File: config.mk
export PLATFORM = sky130hd
export DESIGN_NAME = bankset_wr_gate
export DESIGN_NICKNAME = d
export VERILOG_FILES = /design/src/rtl/bsg_pkg.sv /design/src/rtl/bsg_elapsed_ctr.sv /design/src/rtl/bsg_issue_check.sv /design/src/rtl/bankset_wr_gate.sv
export SDC_FILE = /design/constraint.sdc
export NUM_CORES = 1
export LEC_CHECK = 0
export BUFFER_PORTS_ARGS = -buffer_cell sky130_fd_sc_hd__clkbuf_2
export CAP_MARGIN = 20
export CORE_UTILIZATION = 30
export DETAILED_ROUTE_END_ITERATION = 7
export GPL_ROUTABILITY_DRIVEN = 0
export REMOVE_ABC_BUFFERS = 1
export SETUP_SLACK_MARGIN = 0.15
export SYNTH_ARGS = -nofsm -noshare
export SYNTH_HDL_FRONTEND = slang
export SYNTH_SLANG_ARGS = --single-unit
File: constraint.sdc
create_clock -name clk -period 1.3 [get_ports clk]
set_input_delay 0.195 -clock clk [delete_from_list [all_inputs] [get_ports clk]]
set_output_delay 0.195 -clock clk [all_outputs]
set_load 0.05 [all_outputs]
File: src/rtl/bsg_pkg.sv
package bsg_pkg;
    localparam int NUM_SETS = 2;

    typedef enum logic {
        SET_EVEN = 1'b0,
        SET_ODD  = 1'b1
    } bank_set_e;
endpackage

File: src/rtl/bsg_elapsed_ctr.sv
module bsg_elapsed_ctr #(
    parameter int SAT = 8,
    parameter int W   = 4
) (
    input  logic         clk,
    input  logic         rst_n,
    input  logic         restart,
    output logic [W-1:0] elapsed
);
    localparam logic [W-1:0] SAT_L = W'(SAT);
    localparam logic [W-1:0] ONE_L = W'(1);

    logic [W-1:0] cnt_d, cnt_q;

    always_comb begin
        cnt_d = cnt_q;
        if (restart)
            cnt_d = ONE_L;
        else if (cnt_q < SAT_L)
            cnt_d = cnt_q + ONE_L;
    end

    always_ff @(posedge clk) begin
        if (!rst_n)
            cnt_q <= SAT_L;
        else
            cnt_q <= cnt_d;
    end

    assign elapsed = cnt_q;

    // Counter never passes its saturation value
    assert_sat_bound_R2: assert property (@(posedge clk) disable iff (!rst_n)
        cnt_q <= SAT_L);
endmodule

File: src/rtl/bsg_issue_check.sv
module bsg_issue_check
    import bsg_pkg::*;
#(
    parameter int W      = 4,
    parameter int T_CC   = 2,
    parameter int T_WR   = 8,
    parameter int T_WR_D = 4
) (
    input  logic                     is_wr,
    input  logic                     set_bit,
    input  logic [W-1:0]             cc_elapsed,
    input  logic [NUM_SETS-1:0][W-1:0] wr_elapsed,
    output bank_set_e                head_set,
    output logic                     ready
);
    localparam logic [W-1:0] CC_L  = W'(T_CC);
    localparam logic [W-1:0] WR_L  = W'(T_WR);
    localparam logic [W-1:0] WRD_L = W'(T_WR_D);

    bank_set_e other_set;
    logic      cc_ok, same_ok, other_ok;

    always_comb begin
        head_set  = bank_set_e'(set_bit);
        other_set = bank_set_e'(~set_bit);
        cc_ok     = cc_elapsed >= CC_L;
        same_ok   = wr_elapsed[head_set] >= WR_L;
        other_ok  = wr_elapsed[other_set] >= WRD_L;
        ready     = cc_ok && (is_wr || (same_ok && other_ok));
    end
endmodule

File: src/rtl/bankset_wr_gate.sv
module bankset_wr_gate
    import bsg_pkg::*;
#(
    parameter int BANK_W = 3,
    parameter int COL_W  = 8,
    parameter int T_CC   = 2,
    parameter int T_WR   = 8,
    parameter int T_WR_D = 4
) (
    input  logic              clk,
    input  logic              rst_n,
    input  logic              in_valid,
    output logic              in_ready,
    input  logic              in_is_wr,
    input  logic [BANK_W-1:0] in_bank,
    input  logic [COL_W-1:0]  in_col,
    output logic              out_valid,
    output logic              out_is_wr,
    output logic [BANK_W-1:0] out_bank,
    output logic [COL_W-1:0]  out_col,
    output logic              out_bus_sel
);
    localparam int SAT   = T_WR;
    localparam int CNT_W = $clog2(SAT + 1);

    typedef struct packed {
        logic              valid;
        logic              is_wr;
        logic [BANK_W-1:0] bank;
        logic [COL_W-1:0]  col;
        logic              bus_sel;
    } out_cmd_t;

    out_cmd_t st_d, st_q;

    logic                          issue;
    logic                          head_ready;
    bank_set_e                     head_set;
    logic [CNT_W-1:0]              cc_elapsed;
    logic [NUM_SETS-1:0][CNT_W-1:0] wr_elapsed;
    logic [NUM_SETS-1:0]           wr_restart;

    // Column spacing timer, restarted by every issued command
    bsg_elapsed_ctr #(.SAT(SAT), .W(CNT_W)) u_cc_ctr (
        .clk     (clk),
        .rst_n   (rst_n),
        .restart (issue),
        .elapsed (cc_elapsed)
    );

    // One write timer per bank set
    for (genvar s = 0; s < NUM_SETS; s++) begin : g_set
        assign wr_restart[s] = issue && in_is_wr && (in_bank[0] == 1'(s));

        bsg_elapsed_ctr #(.SAT(SAT), .W(CNT_W)) u_wr_ctr (
            .clk     (clk),
            .rst_n   (rst_n),
            .restart (wr_restart[s]),
            .elapsed (wr_elapsed[s])
        );
    end

    bsg_issue_check #(
        .W(CNT_W), .T_CC(T_CC), .T_WR(T_WR), .T_WR_D(T_WR_D)
    ) u_check (
        .is_wr      (in_is_wr),
        .set_bit    (in_bank[0]),
        .cc_elapsed (cc_elapsed),
        .wr_elapsed (wr_elapsed),
        .head_set   (head_set),
        .ready      (head_ready)
    );

    assign in_ready = head_ready;
    assign issue    = in_valid && head_ready;

    always_comb begin
        st_d       = st_q;
        st_d.valid = issue;
        if (issue) begin
            st_d.is_wr   = in_is_wr;
            st_d.bank    = in_bank;
            st_d.col     = in_col;
            st_d.bus_sel = logic'(head_set);
        end
    end

    always_ff @(posedge clk) begin
        if (!rst_n)
            st_q <= '0;
        else
            st_q <= st_d;
    end

    assign out_valid   = st_q.valid;
    assign out_is_wr   = st_q.is_wr;
    assign out_bank    = st_q.bank;
    assign out_col     = st_q.col;
    assign out_bus_sel = st_q.bus_sel;

    // Parameter ordering
    initial begin
        assert_param_order_R10: assert (T_CC >= 1 && T_WR_D >= T_CC && T_WR >= T_WR_D)
            else $error("bad timing parameter order");
    end

    assert_cc_gap_R2: assert property (@(posedge clk) disable iff (!rst_n)
        issue |-> cc_elapsed >= CNT_W'(T_CC));

    assert_same_set_gap_R3: assert property (@(posedge clk) disable iff (!rst_n)
        (issue && !in_is_wr) |-> wr_elapsed[in_bank[0]] >= CNT_W'(T_WR));

    assert_other_set_gap_R4: assert property (@(posedge clk) disable iff (!rst_n)
        (issue && !in_is_wr) |-> wr_elapsed[~in_bank[0]] >= CNT_W'(T_WR_D));

    assert_out_follows_R8: assert property (@(posedge clk) disable iff (!rst_n)
        issue |=> (out_valid && out_bank == $past(in_bank) && out_col == $past(in_col)));

    assert_bus_sel_R1: assert property (@(posedge clk) disable iff (!rst_n)
        out_valid |-> out_bus_sel == out_bank[0]);
endmodule

==> results of run 1 <==
## cells by family after synthesis
group	after synthesis	synth area share
AOI/OAI and AO/OA	13	0.0848
xor gates and xnor gates	6	0.0475
adders and majority gates	3	0.0339
buffers and inverters	8	0.0520
DFF	25	0.452
muxes	14	0.127
and+or+nand+nor	45	0.203
## where the power goes
part / switching, mW / internal, mW
Combinational: 0.266 / 0.188
Clock: 0.234 / 0.214
Sequential: 0.0356 / 0.812
## Yosys cell counts
cell type / number / area (sq um)
nand3b_1: 1 / 7.51
and3_1: 1 / 6.26
nor3b_2: 3 / 37.5
ha_1: 3 / 37.5
and2_2: 1 / 7.51
a221oi_2: 1 / 15.0
nor3_1: 1 / 5.00
a21o_2: 1 / 8.76
mux2i_1: 14 / 140
a31oi_1: 2 / 12.5
a21boi_0: 1 / 7.51
o21a_1: 2 / 15.0
o21ai_0: 5 / 25.0
clkbuf_1: 5 / 18.8
o311a_1: 1 / 10.0
buf_4: 1 / 7.51
and2b_2: 2 / 17.5
xnor2_1: 5 / 43.8
xor2_1: 1 / 8.76
nor2b_1: 3 / 18.8
nor2_1: 6 / 22.5
nand2_1: 27 / 101
dfxtp_1: 25 / 500
buf_6: 1 / 11.3
buf_12: 1 / 20.0
## worst max-delay path: stages (launching register included)
cell and delay, ns:
dfxtp_2 0.33, a21o_4 0.20, a221oi_4 0.23, buf_4 0.16, nor2_2 0.04, buf_8 0.15
## path summary, 6_finish.rpt
check                                            to                         start  slack, ns  cells past startpoint
worst max-delay path                       in_ready  g_set[0].u_wr_ctr.elapsed[2]      -0.27                      5
worst max register to register  u_cc_ctr.elapsed[0]  g_set[0].u_wr_ctr.elapsed[2]      -0.19                      7
worst min-delay path                     out_col[0]                     in_col[0]       0.15                      3
worst min register to register           out_col[1]                    out_col[1]       0.46                      2
## timing repair
action | in CTS | in global routing
setup endpoints to repair | 24 | 29
pin swaps | 11 | 7
setup buffers | 2 | 0
cloned | 1 | 0
resized for setup | 20 | 27
hold buffers | 0 | 0
## cells in the final DEF, fill, tap and decap left out, drive strengths merged, types with 2 or more instances in the layout
master | netlist | routed
o21a | 2 | 2
and2b | 2 | 2
buf | 3 | 15
nor3b | 3 | 3
nand2 | 27 | 27
nor2b | 3 | 3
dfxtp | 25 | 25
nor2 | 6 | 6
a31oi | 2 | 2
o21ai | 5 | 5
xnor2 | 5 | 5
ha | 3 | 3
clkbuf | 5 | 30
mux2i | 14 | 14
## through the flow
stage / hold slack [ns] / worst slack (ns)
2_1_floorplan: 0.257 / -0.604
4_1_cts: 0.143 / -0.290
5_1_grt: 0.137 / -0.321
3_3_place_gp: 0.427 / -0.0939
6_report: 0.152 / -0.265
3_5_place_dp: 0.434 / -0.130
## registers in the layout, indices dropped and copies added (netlist names)
name and count:
u_cc_ctr.elapsed 4, out_is_wr 1, out_bank 3, g_set.u_wr_ctr.elapsed 8
out_col 8, out_valid 1
## area by class of cell
class | instances | share of cell area
Sequential cell | 25 | 0.327
Clock inverter | 1 | 0.00320
Multi-Input combinational cell | 81 | 0.414
Clock buffer | 3 | 0.0264
Timing Repair Buffer | 42 | 0.193
Tap cell | 46 | 0.0368
## routing by layer
| metal | vias to the layer above | part of all wire | global-route usage |
|---|---|---|---|
| li1 | 460 | - | - |
| met1 | 429 | 0.44 | 0.155 |
| met2 | 32 | 0.49 | 0.211 |
| met3 | 2 | 0.068 | 0.0474 |
| met4 | 0 | 0.0027 | 0.00872 |
| met5 | - | 0 | 0 |
==> run summary, run 1 <==
Timing
* **final worst-path cycle share** 1.20
* **final critical path time including I/O delays and setup** 1.57 ns
* **Final Hold Violating Endpoints** 0
* **Fmax achieved** 0.639 GHz
* **relative slew slack** 0.756
* **Post-Route Setup TNS** -2.63 ns
* **setup repair after global routing missed its margin** true
* **final setup margin** -0.265 ns
* **Max Clock Skew** 0.00239 ns
* **Worst Tran Pin Value** 0.366 ns
* **final setup violation count** 17
* **Final Max Slew Viols** 0

Finish
* **area growth from synthesis to layout** 41.5%
* **fraction of final layout cells with drive strength greater than 1** 0.474
* **area of combinational cells with multiple inputs** 648 sq um
* **NumNets Final** 171
* **Sequential Area** 512 sq um
* **fill cell instance count of the final layout** 334
* **Final Non-Filler Cells** 198
* **total non-filler cell area in the finished layout** 0.00157 sq mm
* **number of antenna cells inserted** 0
* **utilization after layout** 0.455

Job
* **number of max-cap violations** 0

Critical path
* **critical setup path kind** flip-flop to output port
* **Critical Path AT** 1.37 ns
* **critical path startpoint category** flip-flop
* **Critical Path RT** 1.11 ns
* **CP endpoint kind** output port
* **largest fanout on the critical path** 2

Floorplanning
* **Die Y** 62.7 um
* **Core Rows** 21
* **I/O Pins** 30
* **Core ar.** 0.00344 sq mm
* **Starting Density** 0.321
* **Die W** 62.7 um
* **Total Die Area** 0.00393 sq mm

Synthesis
* **flops & latches, synth** 25
* **synthesized cell area** 0.00111 sq mm
* **Mapped Avg Cell Area** 9.70 sq um
* **instance count of the mapped netlist** 114
* **share of the yosys chip area belonging to registers** 0.452
* **Syn. warnings** 0
* **count of different cell masters after synthesis** 25

Global routing
* **maximum number of pins on one net before global-route repair** 18
* **GR Overflow Total** 0
* **via count of the first global-routing pass** 890
* **initial antenna violation count** 0
* **Total GRT Usage** 0.124
* **wire length of the first global-routing pass** 3.91 mm

Drt
* **routed wire length per instance** 11.3 um
* **DRT Wirelength** 2.24 mm
* **total number of vias** 923
* **routed vias/inst** 4.66
* **detailed router's first-iteration violation count** 38
* **number of antenna-violating nets in the routed design** 0
* **iteration count of the initial detailed-routing pass** 4
* **DRC viols** 0

Min path
* **class of the worst hold path** input pin to flip-flop

CTS
* **number of clock sinks seen by CTS** 25
* **insertion delay to the later sink of the worst-skew pair** 0.26 ns
* **Worst-path clk slew** 0.08 ns
* **CTS HTree Levels** 1
* **number of buffers added by the clock tree synthesis step** 3
* **clock tree from TritonCTS** done
* **clock root buffer** clkbuf_8
* **worst-case clock buffer depth** 2

Power and ir drop
* **Lkg Pwr** 0.706 nW
* **PD cells** 1120 mW/mm^2
* **total power consumption of the routed design** 1.75 mW
* **worst IR drop on VDD** 759 uV

Placed design
* **DP HPWL** 1.57 mm
* **buffers added on ports** 29
* **# placed instances** 191
* **cell area after placement** 0.00134 sq mm

Status
* **run status** complete, but fails checks
* **failing checks** negative setup slack

Note: power is estimated with default switching activity, not from simulation.
==> run 2: changes to the inputs <==
--- a/config.mk
+++ b/config.mk
@@ -14,4 +14,5 @@
 export SETUP_SLACK_MARGIN = 0.15
 export SYNTH_ARGS = -nofsm -noshare
 export SYNTH_HDL_FRONTEND = slang
+export SYNTH_HIERARCHICAL = 1
 export SYNTH_SLANG_ARGS = --single-unit
==> run summary, run 2 <==
Status
* **run status** complete, but fails checks
* **failing checks** negative setup slack

Power and ir drop
* **total power consumption of the routed design** 1.92 mW, +9.7%
* **worst IR drop on VDD** 703 uV, -7.4%
* **PD cells** 1160 mW/mm^2, +3.4%
* **Lkg Pwr** 0.722 nW, +2.4%

Critical path
* **start point of the critical path** g_set[0].u_wr_ctr/elapsed[3]
* **Critical Path RT** 1.11 ns, about the same
* **critical path startpoint category** flip-flop
* **Reg2Reg Capture Point** g_set[0].u_wr_ctr/elapsed[2]
* **number of cells traversed by the worst register-to-register path** 9, +2
* **register-to-register path setup slack** -0.22 ns, -0.03 ns
* **Critical Path AT** 1.33 ns, -0.04 ns
* **RR Startpoint** g_set[0].u_wr_ctr/elapsed[3]
* **largest fanout on the critical path** 3, +1
* **critical setup path kind** flip-flop to output port
* **CP endpoint kind** output port

Finish
* **area growth from synthesis to layout** 49.2%
* **commonest cells after routing, fill and taps aside** 28 x clkbuf_2, 23 x dfxtp_1, 16 x buf_4
* **most frequent standard cell in the layout excluding fill and tap cells** clkbuf_2
* **utilization after layout** 0.483, +0.0280
* **fill cell instance count of the final layout** 318, -4.8%
* **number of antenna cells inserted** 0, unchanged
* **NumNets Final** 187, +9.4%
* **fraction of final layout cells with drive strength greater than 1** 0.509, +0.0353

Drt
* **routed vias/inst** 4.77, +2.2%
* **routed wire length per instance** 12.2 um, +8.0%
* **sum of met3 wire segment lengths after detailed routing** 66 um, -57%
* **total met2 wirelength after detailed routing** 1.34 mm, +21%
* **metal1 wirelength** 1.16 mm, +19%
* **total number of vias** 1,015, +10%
* **DRC viols** 0, unchanged
* **highest metal layer with signal wires** met4
* **number of antenna-violating nets in the routed design** 0, unchanged
* **detailed router's first-iteration violation count** 32, -16%
* **DRT Wirelength** 2.60 mm, +16%
* **iteration count of the initial detailed-routing pass** 4, unchanged

Synthesis
* **flops & latches, synth** 26, +4.0%
* **fraction of registers with async set/reset** 0, unchanged
* **count of different cell masters after synthesis** 22, -12%
* **synthesized cell area** 0.00111 sq mm, +0.68%
* **share of the yosys chip area belonging to registers** 0.467, +0.0149
* **most used standard cell by instance count after synthesis** dfxtp_1
* **main flop type after synthesis** dfxtp_1
* **Mapped Avg Cell Area** 9.68 sq um, -0.20%
* **Syn. warnings** 6, +6
* **Synth area leaders** dfxtp_1 47%, nand4_1 7.3%, o21ai_2 7.1%
* **instance count of the mapped netlist** 115, +0.88%
* **library cell occupying the most area in the post-synthesis netlist** dfxtp_1
* **number of synthesized flops with an enable pin** 0, unchanged
* **top cells by count, synth** 26 x dfxtp_1, 13 x nand2_1, 13 x nand4_1
* **portion of synthesized cell area occupied by the leading cell type** 0.467, +0.0149

CTS
* **clock root buffer** clkbuf_8
* **worst-case clock buffer depth** 2, unchanged
* **number of buffers added by the clock tree synthesis step** 3, unchanged
* **Worst-path clk slew** 0.08 ns, about the same
* **number of clock sinks seen by CTS** 26, +4.0%
* **clock tree from TritonCTS** done
* **insertion delay to the later sink of the worst-skew pair** 0.27 ns, about the same
* **CTS HTree Levels** 1, unchanged

Timing
* **final setup margin** -0.224 ns, +0.0414 ns
* **relative slew slack** 0.789, +0.0333
* **Worst Tran Pin Value** 0.316 ns, -0.0500 ns
* **final worst hold slack** 0.167 ns, +0.0150 ns
* **final worst-path cycle share** 1.17, -0.0318
* **Final Hold Violating Endpoints** 0, unchanged
* **final setup violation count** 27, +10
* **setup repair after global routing missed its margin** true
* **final critical path time including I/O delays and setup** 1.52 ns, -0.0414 ns
* **Fmax achieved** 0.656 GHz, +2.7%
* **Max Clock Skew** 0.00129 ns, -0.00110 ns
* **Final Max Slew Viols** 0, unchanged

Floorplanning
* **Core ar.** 0.00344 sq mm, unchanged
* **Starting Density** 0.324, +0.00218
* **Core Rows** 21, unchanged
* **Total Die Area** 0.00396 sq mm, +0.65%
* **I/O Pins** 30, unchanged
* **Die Y** 62.9 um, +0.33%
* **Die W** 62.9 um, +0.33%

Placed design
* **buffers added on ports** 29, unchanged
* **DP HPWL** 1.80 mm, +15%
* **Worst Setup Slack post-DPL** -0.144 ns, -0.0133 ns

Global routing
* **wire length of the first global-routing pass** 4.62 mm, +18%
* **via count of the first global-routing pass** 1,053, +18%
* **initial antenna violation count** 0, unchanged
* **GR Overflow Total** 0, unchanged
* **Total GRT Usage** 0.147, +0.0227
* **maximum number of pins on one net before global-route repair** 28, +10

Min path
* **Min-Delay Startpoint** in_col[6]
* **class of the worst hold path** input pin to flip-flop
* **cell depth of the worst hold path** 3, unchanged
* **end point of the most critical hold path** out_col[6]

Job
* **number of max-cap violations** 0, unchanged

-- run 2: changes by cell type after synthesis, sizes merged, moves of 3 or more --
| cell | before | now |
|---|---|---|
| nand2b | 0 | 3 |
| o21ai | 5 | 16 |
| clkbuf | 5 | 0 |
| nor3b | 3 | 0 |
| nand2 | 27 | 13 |
| buf | 3 | 7 |
| mux2i | 14 | 3 |
| nand4 | 0 | 13 |
-- run 2: worst max-delay path, stage by stage, from the launching register on --
cell,delay (ns)
dfxtp_2,0.36
nand3b_1,0.10
a211oi_2,0.23
buf_4,0.16
buf_8,0.09
buf_12,0.12
-- run 2: layer usage --
metal / GRT usage / vias up
li1: - / 515
met4: 0.0698 / 0
met2: 0.262 / 15
met5: 0 / -
met3: 0.0347 / 4
met1: 0.161 / 481
-- run 2: power by group --
part	internal [mW]	switching, mW	leakage [nW]
Combinational	0.269	0.324	0.488
Clock	0.207	0.235	0.0216
Sequential	0.850	0.0335	0.213
-- run 2: kinds of logic after synthesis --
group                    count (synthesis)  share of synthesized area
AO/OA/AOI/OAI                           24                      0.153
XOR/XNOR                                 6                     0.0472
adder cells (fa/ha/maj)                  3                     0.0337
buffers and inverters                    7                     0.0584
flip-flops                              26                      0.467
multiplexers                             3                     0.0270
AND/OR/NAND/NOR                         46                      0.213
-- run 2: area by class of cell --
cell class	instances	area [sq um]	share of cell area
clock buffers	3	41.3	0.0248
flip-flops and latches	26	524	0.316
multi-input cells	82	608	0.366
repair buffers	56	430	0.259
well taps	46	57.6	0.0346
-- run 2: repair_timing --
item,4_1_cts,5_1_grt
setup buffers,6,2
gates cloned,1,1
setup endpoints to repair,27,27
pin swaps,33,4
hold buffers,0,0
gates resized for setup,33,2
-- run 2: how the worst max path moves through the flow --
stage                                              end  slack [ns]  depth (start not counted)
after floorplan           g_set[1].u_wr_ctr/elapsed[2]       -2.28                          6
after global placement    g_set[1].u_wr_ctr/elapsed[1]       -0.07                          7
after detailed placement  g_set[0].u_wr_ctr/elapsed[2]       -0.14                          8
after CTS                                     in_ready       -0.21                          5
after global routing      g_set[0].u_wr_ctr/elapsed[2]       -0.33                          9
final                                         in_ready       -0.22                          5
-- run 2: through the flow --
stage / area (sq um) / instances / setup TNS (ns)
final: 1660 / 213 / -4.20
after global routing: 1660 / 213 / -6.91
after CTS: 1630 / 210 / -2.93
after detailed placement: 1410 / 200 / -1.25
after global placement: 1410 / 200 / -0.384
after floorplan: 1050 / 108 / -53.81
==> run 3: changes to the inputs <==
==> constraint.sdc (replaced) <==
create_clock -name clk -period 1.3 [get_ports clk]
set_input_delay 0.065 -clock clk [delete_from_list [all_inputs] [get_ports clk]]
set_output_delay 0.065 -clock clk [all_outputs]
set_load 0.05 [all_outputs]
==> run summary, run 3 (synthesis results as in run 2) <==
CTS
* **hold buffer count at cts** 0, unchanged
* **clock tree from TritonCTS** done
* **Worst-path clk slew** 0.09 ns, about the same
* **number of clock sinks seen by CTS** 26, unchanged
* **clock root buffer** clkbuf_8
* **worst-case clock buffer depth** 2, unchanged
* **number of buffers added by the clock tree synthesis step** 3, unchanged
* **CTS HTree Levels** 1, unchanged
* **insertion delay to the later sink of the worst-skew pair** 0.27 ns, about the same

Global routing
* **Total GRT Usage** 0.142, -0.00515
* **GR Overflow Total** 0, unchanged
* **maximum number of pins on one net before global-route repair** 37, +32%
* **via count of the first global-routing pass** 1,050, -0.28%
* **wire length of the first global-routing pass** 4.47 mm, -3.3%
* **initial antenna violation count** 0, unchanged

Critical path
* **count of buffering cells on the critical path with inverters included** 1, -2
* **slowest cell on the critical path** dfxtp_4
* **Critical Path AT** 1.67 ns, +0.34 ns
* **Crit. path cell count** 7, +2
* **max incr delay on CP** 0.37 ns, about the same
* **largest fanout on the critical path** 3, unchanged
* **Critical Path, Cell by Cell** nand3b_1, a211oi_2, buf_4, and2_4, and3_4, nand2b_4, nor2_2
* **critical path startpoint category** flip-flop
* **Worst path top cell family by delay** simple AND/OR/NAND/NOR gates
* **number of cells traversed by the worst register-to-register path** 7, -2
* **Critical Path RT** 1.47 ns, +0.36 ns
* **critical setup path kind** flip-flop to flip-flop
* **CP endpoint kind** flip-flop

Power and ir drop
* **Lkg Pwr** 0.666 nW, -7.8%
* **PD cells** 1310 mW/mm^2, +14%
* **worst IR drop on VDD** 765 uV, +8.8%

Job
* **number of max-cap violations** 0, unchanged

Timing
* **Worst Tran Pin Value** 0.712 ns, +0.396 ns
* **relative slew slack** 0.526, -0.264
* **setup repair after global routing missed its margin** true
* **final setup margin** -0.201 ns, +0.0228 ns
* **Max Clock Skew** 0.00840 ns, +0.00711 ns
* **final setup violation count** 26, -3.7%
* **Fmax achieved** 0.666 GHz, +1.5%
* **Final Max Slew Viols** 0, unchanged
* **Final Hold Violating Endpoints** 0, unchanged
* **final worst-path cycle share** 1.15, -0.0176
* **final critical path time including I/O delays and setup** 1.50 ns, -0.0228 ns
* **final worst hold slack** 0.0251 ns, -0.142 ns

Placed design
* **DP HPWL** 1.71 mm, -5.3%
* **buffers added on ports** 29, unchanged

Finish
* **commonest cells after routing, fill and taps aside** 28 x clkbuf_2, 23 x dfxtp_1, 14 x buf_4
* **most frequent standard cell in the layout excluding fill and tap cells** clkbuf_2
* **utilization after layout** 0.449, -0.0338
* **fraction of final layout cells with drive strength greater than 1** 0.478, -0.0310
* **area growth from synthesis to layout** 38.8%
* **NumNets Final** 178, -4.8%
* **fill cell instance count of the final layout** 348, +9.4%
* **number of antenna cells inserted** 0, unchanged

Drt
* **total number of vias** 977, -3.7%
* **routed wire length per instance** 11.9 um, -2.3%
* **number of antenna-violating nets in the routed design** 0, unchanged
* **iteration count of the initial detailed-routing pass** 4, unchanged
* **detailed router's first-iteration violation count** 61, +91%
* **routed vias/inst** 4.77, about the same
* **DRT Wirelength** 2.45 mm, -6.0%
* **DRC viols** 0, unchanged

Floorplanning
* **Total Die Area** 0.00396 sq mm, unchanged
* **Core ar.** 0.00344 sq mm, unchanged
* **Die Y** 62.9 um, unchanged
* **Starting Density** 0.324, unchanged
* **Core Rows** 21, unchanged
* **Die W** 62.9 um, unchanged
* **I/O Pins** 30, unchanged

Min path
* **class of the worst hold path** input pin to flip-flop
* **cell depth of the worst hold path** 3, unchanged

Status
* **run status** complete, but fails checks
* **failing checks** negative setup slack

-- run 3: cell types whose count changed in the layout (fill, tap and decap cells not counted), sizes merged --
cell / before / now
buf: 28 / 19
bufinv: 0 / 1
-- run 3: what timing repair did --
item / 4_1_cts / 5_1_grt
endpoints found under the hold margin: 0 / 0
resized for setup: 11 / 11
pin swaps: 8 / 6
endpoints found under the setup margin: 27 / 27
buffers inserted: 4 / 2
-- run 3: area by class of cell --
| class | count | area [sq um] | share of cell area |
|---|---|---|---|
| tap | 46 | 57.6 | 0.0372 |
| clock buffer | 3 | 41.3 | 0.0267 |
| timing repair buffer | 47 | 314 | 0.203 |
| clock inverter | 1 | 30.0 | 0.0194 |
| multi-input combinational | 82 | 576 | 0.372 |
| sequential | 26 | 527 | 0.341 |
-- run 3: path summary, 6_finish.rpt --
kind                                startpoint                            to  slack [ns]
hold reg to reg                    out_bank[2]                   out_bank[2]        0.45
setup reg to reg  g_set[0].u_wr_ctr/elapsed[3]  g_set[1].u_wr_ctr/elapsed[2]       -0.20
setup / recovery  g_set[0].u_wr_ctr/elapsed[3]  g_set[1].u_wr_ctr/elapsed[2]       -0.20
hold / removal                       in_col[2]                    out_col[2]        0.03
-- run 3: worst register-to-register path, stage by stage, from the launching register on --
cell,delay (ns)
dfxtp_4,0.37
nand3b_1,0.11
a211oi_2,0.26
buf_4,0.16
and2_4,0.15
and3_4,0.19
nand2b_4,0.13
nor2_2,0.04
-- run 3: per-stage QoR --
stage | cell area, sq um | instances | power, mW | TNS (ns) | setup slack [ns]
2_1_floorplan | 1050 | 108 | 1.16 | -53.68 | -2.28
3_3_place_gp | 1360 | 195 | 1.32 | -0.404 | -0.0825
3_5_place_dp | 1360 | 195 | 1.33 | -1.38 | -0.142
4_1_cts | 1500 | 203 | 2.04 | -1.47 | -0.128
5_1_grt | 1550 | 205 | 2.14 | -4.69 | -0.258
6_report | 1550 | 205 | 2.03 | -2.90 | -0.201
-- run 3: power breakdown --
group / switching [mW] / total [mW] / internal, mW
logic: 0.294 / 0.489 / 0.195
registers: 0.0337 / 0.882 / 0.849
clock network: 0.247 / 0.659 / 0.412
total: 0.575 / 2.03 / 1.46
-- run 3: layer usage --
layer | track usage | wire length (um) | vias to the layer above
met3 | 0.0383 | 66 | 2
met4 | 0.0378 | 23 | 0
met1 | 0.147 | 1020 | 462
li1 | - | - | 498
met5 | 0 | 0 | -
met2 | 0.273 | 1330 | 15
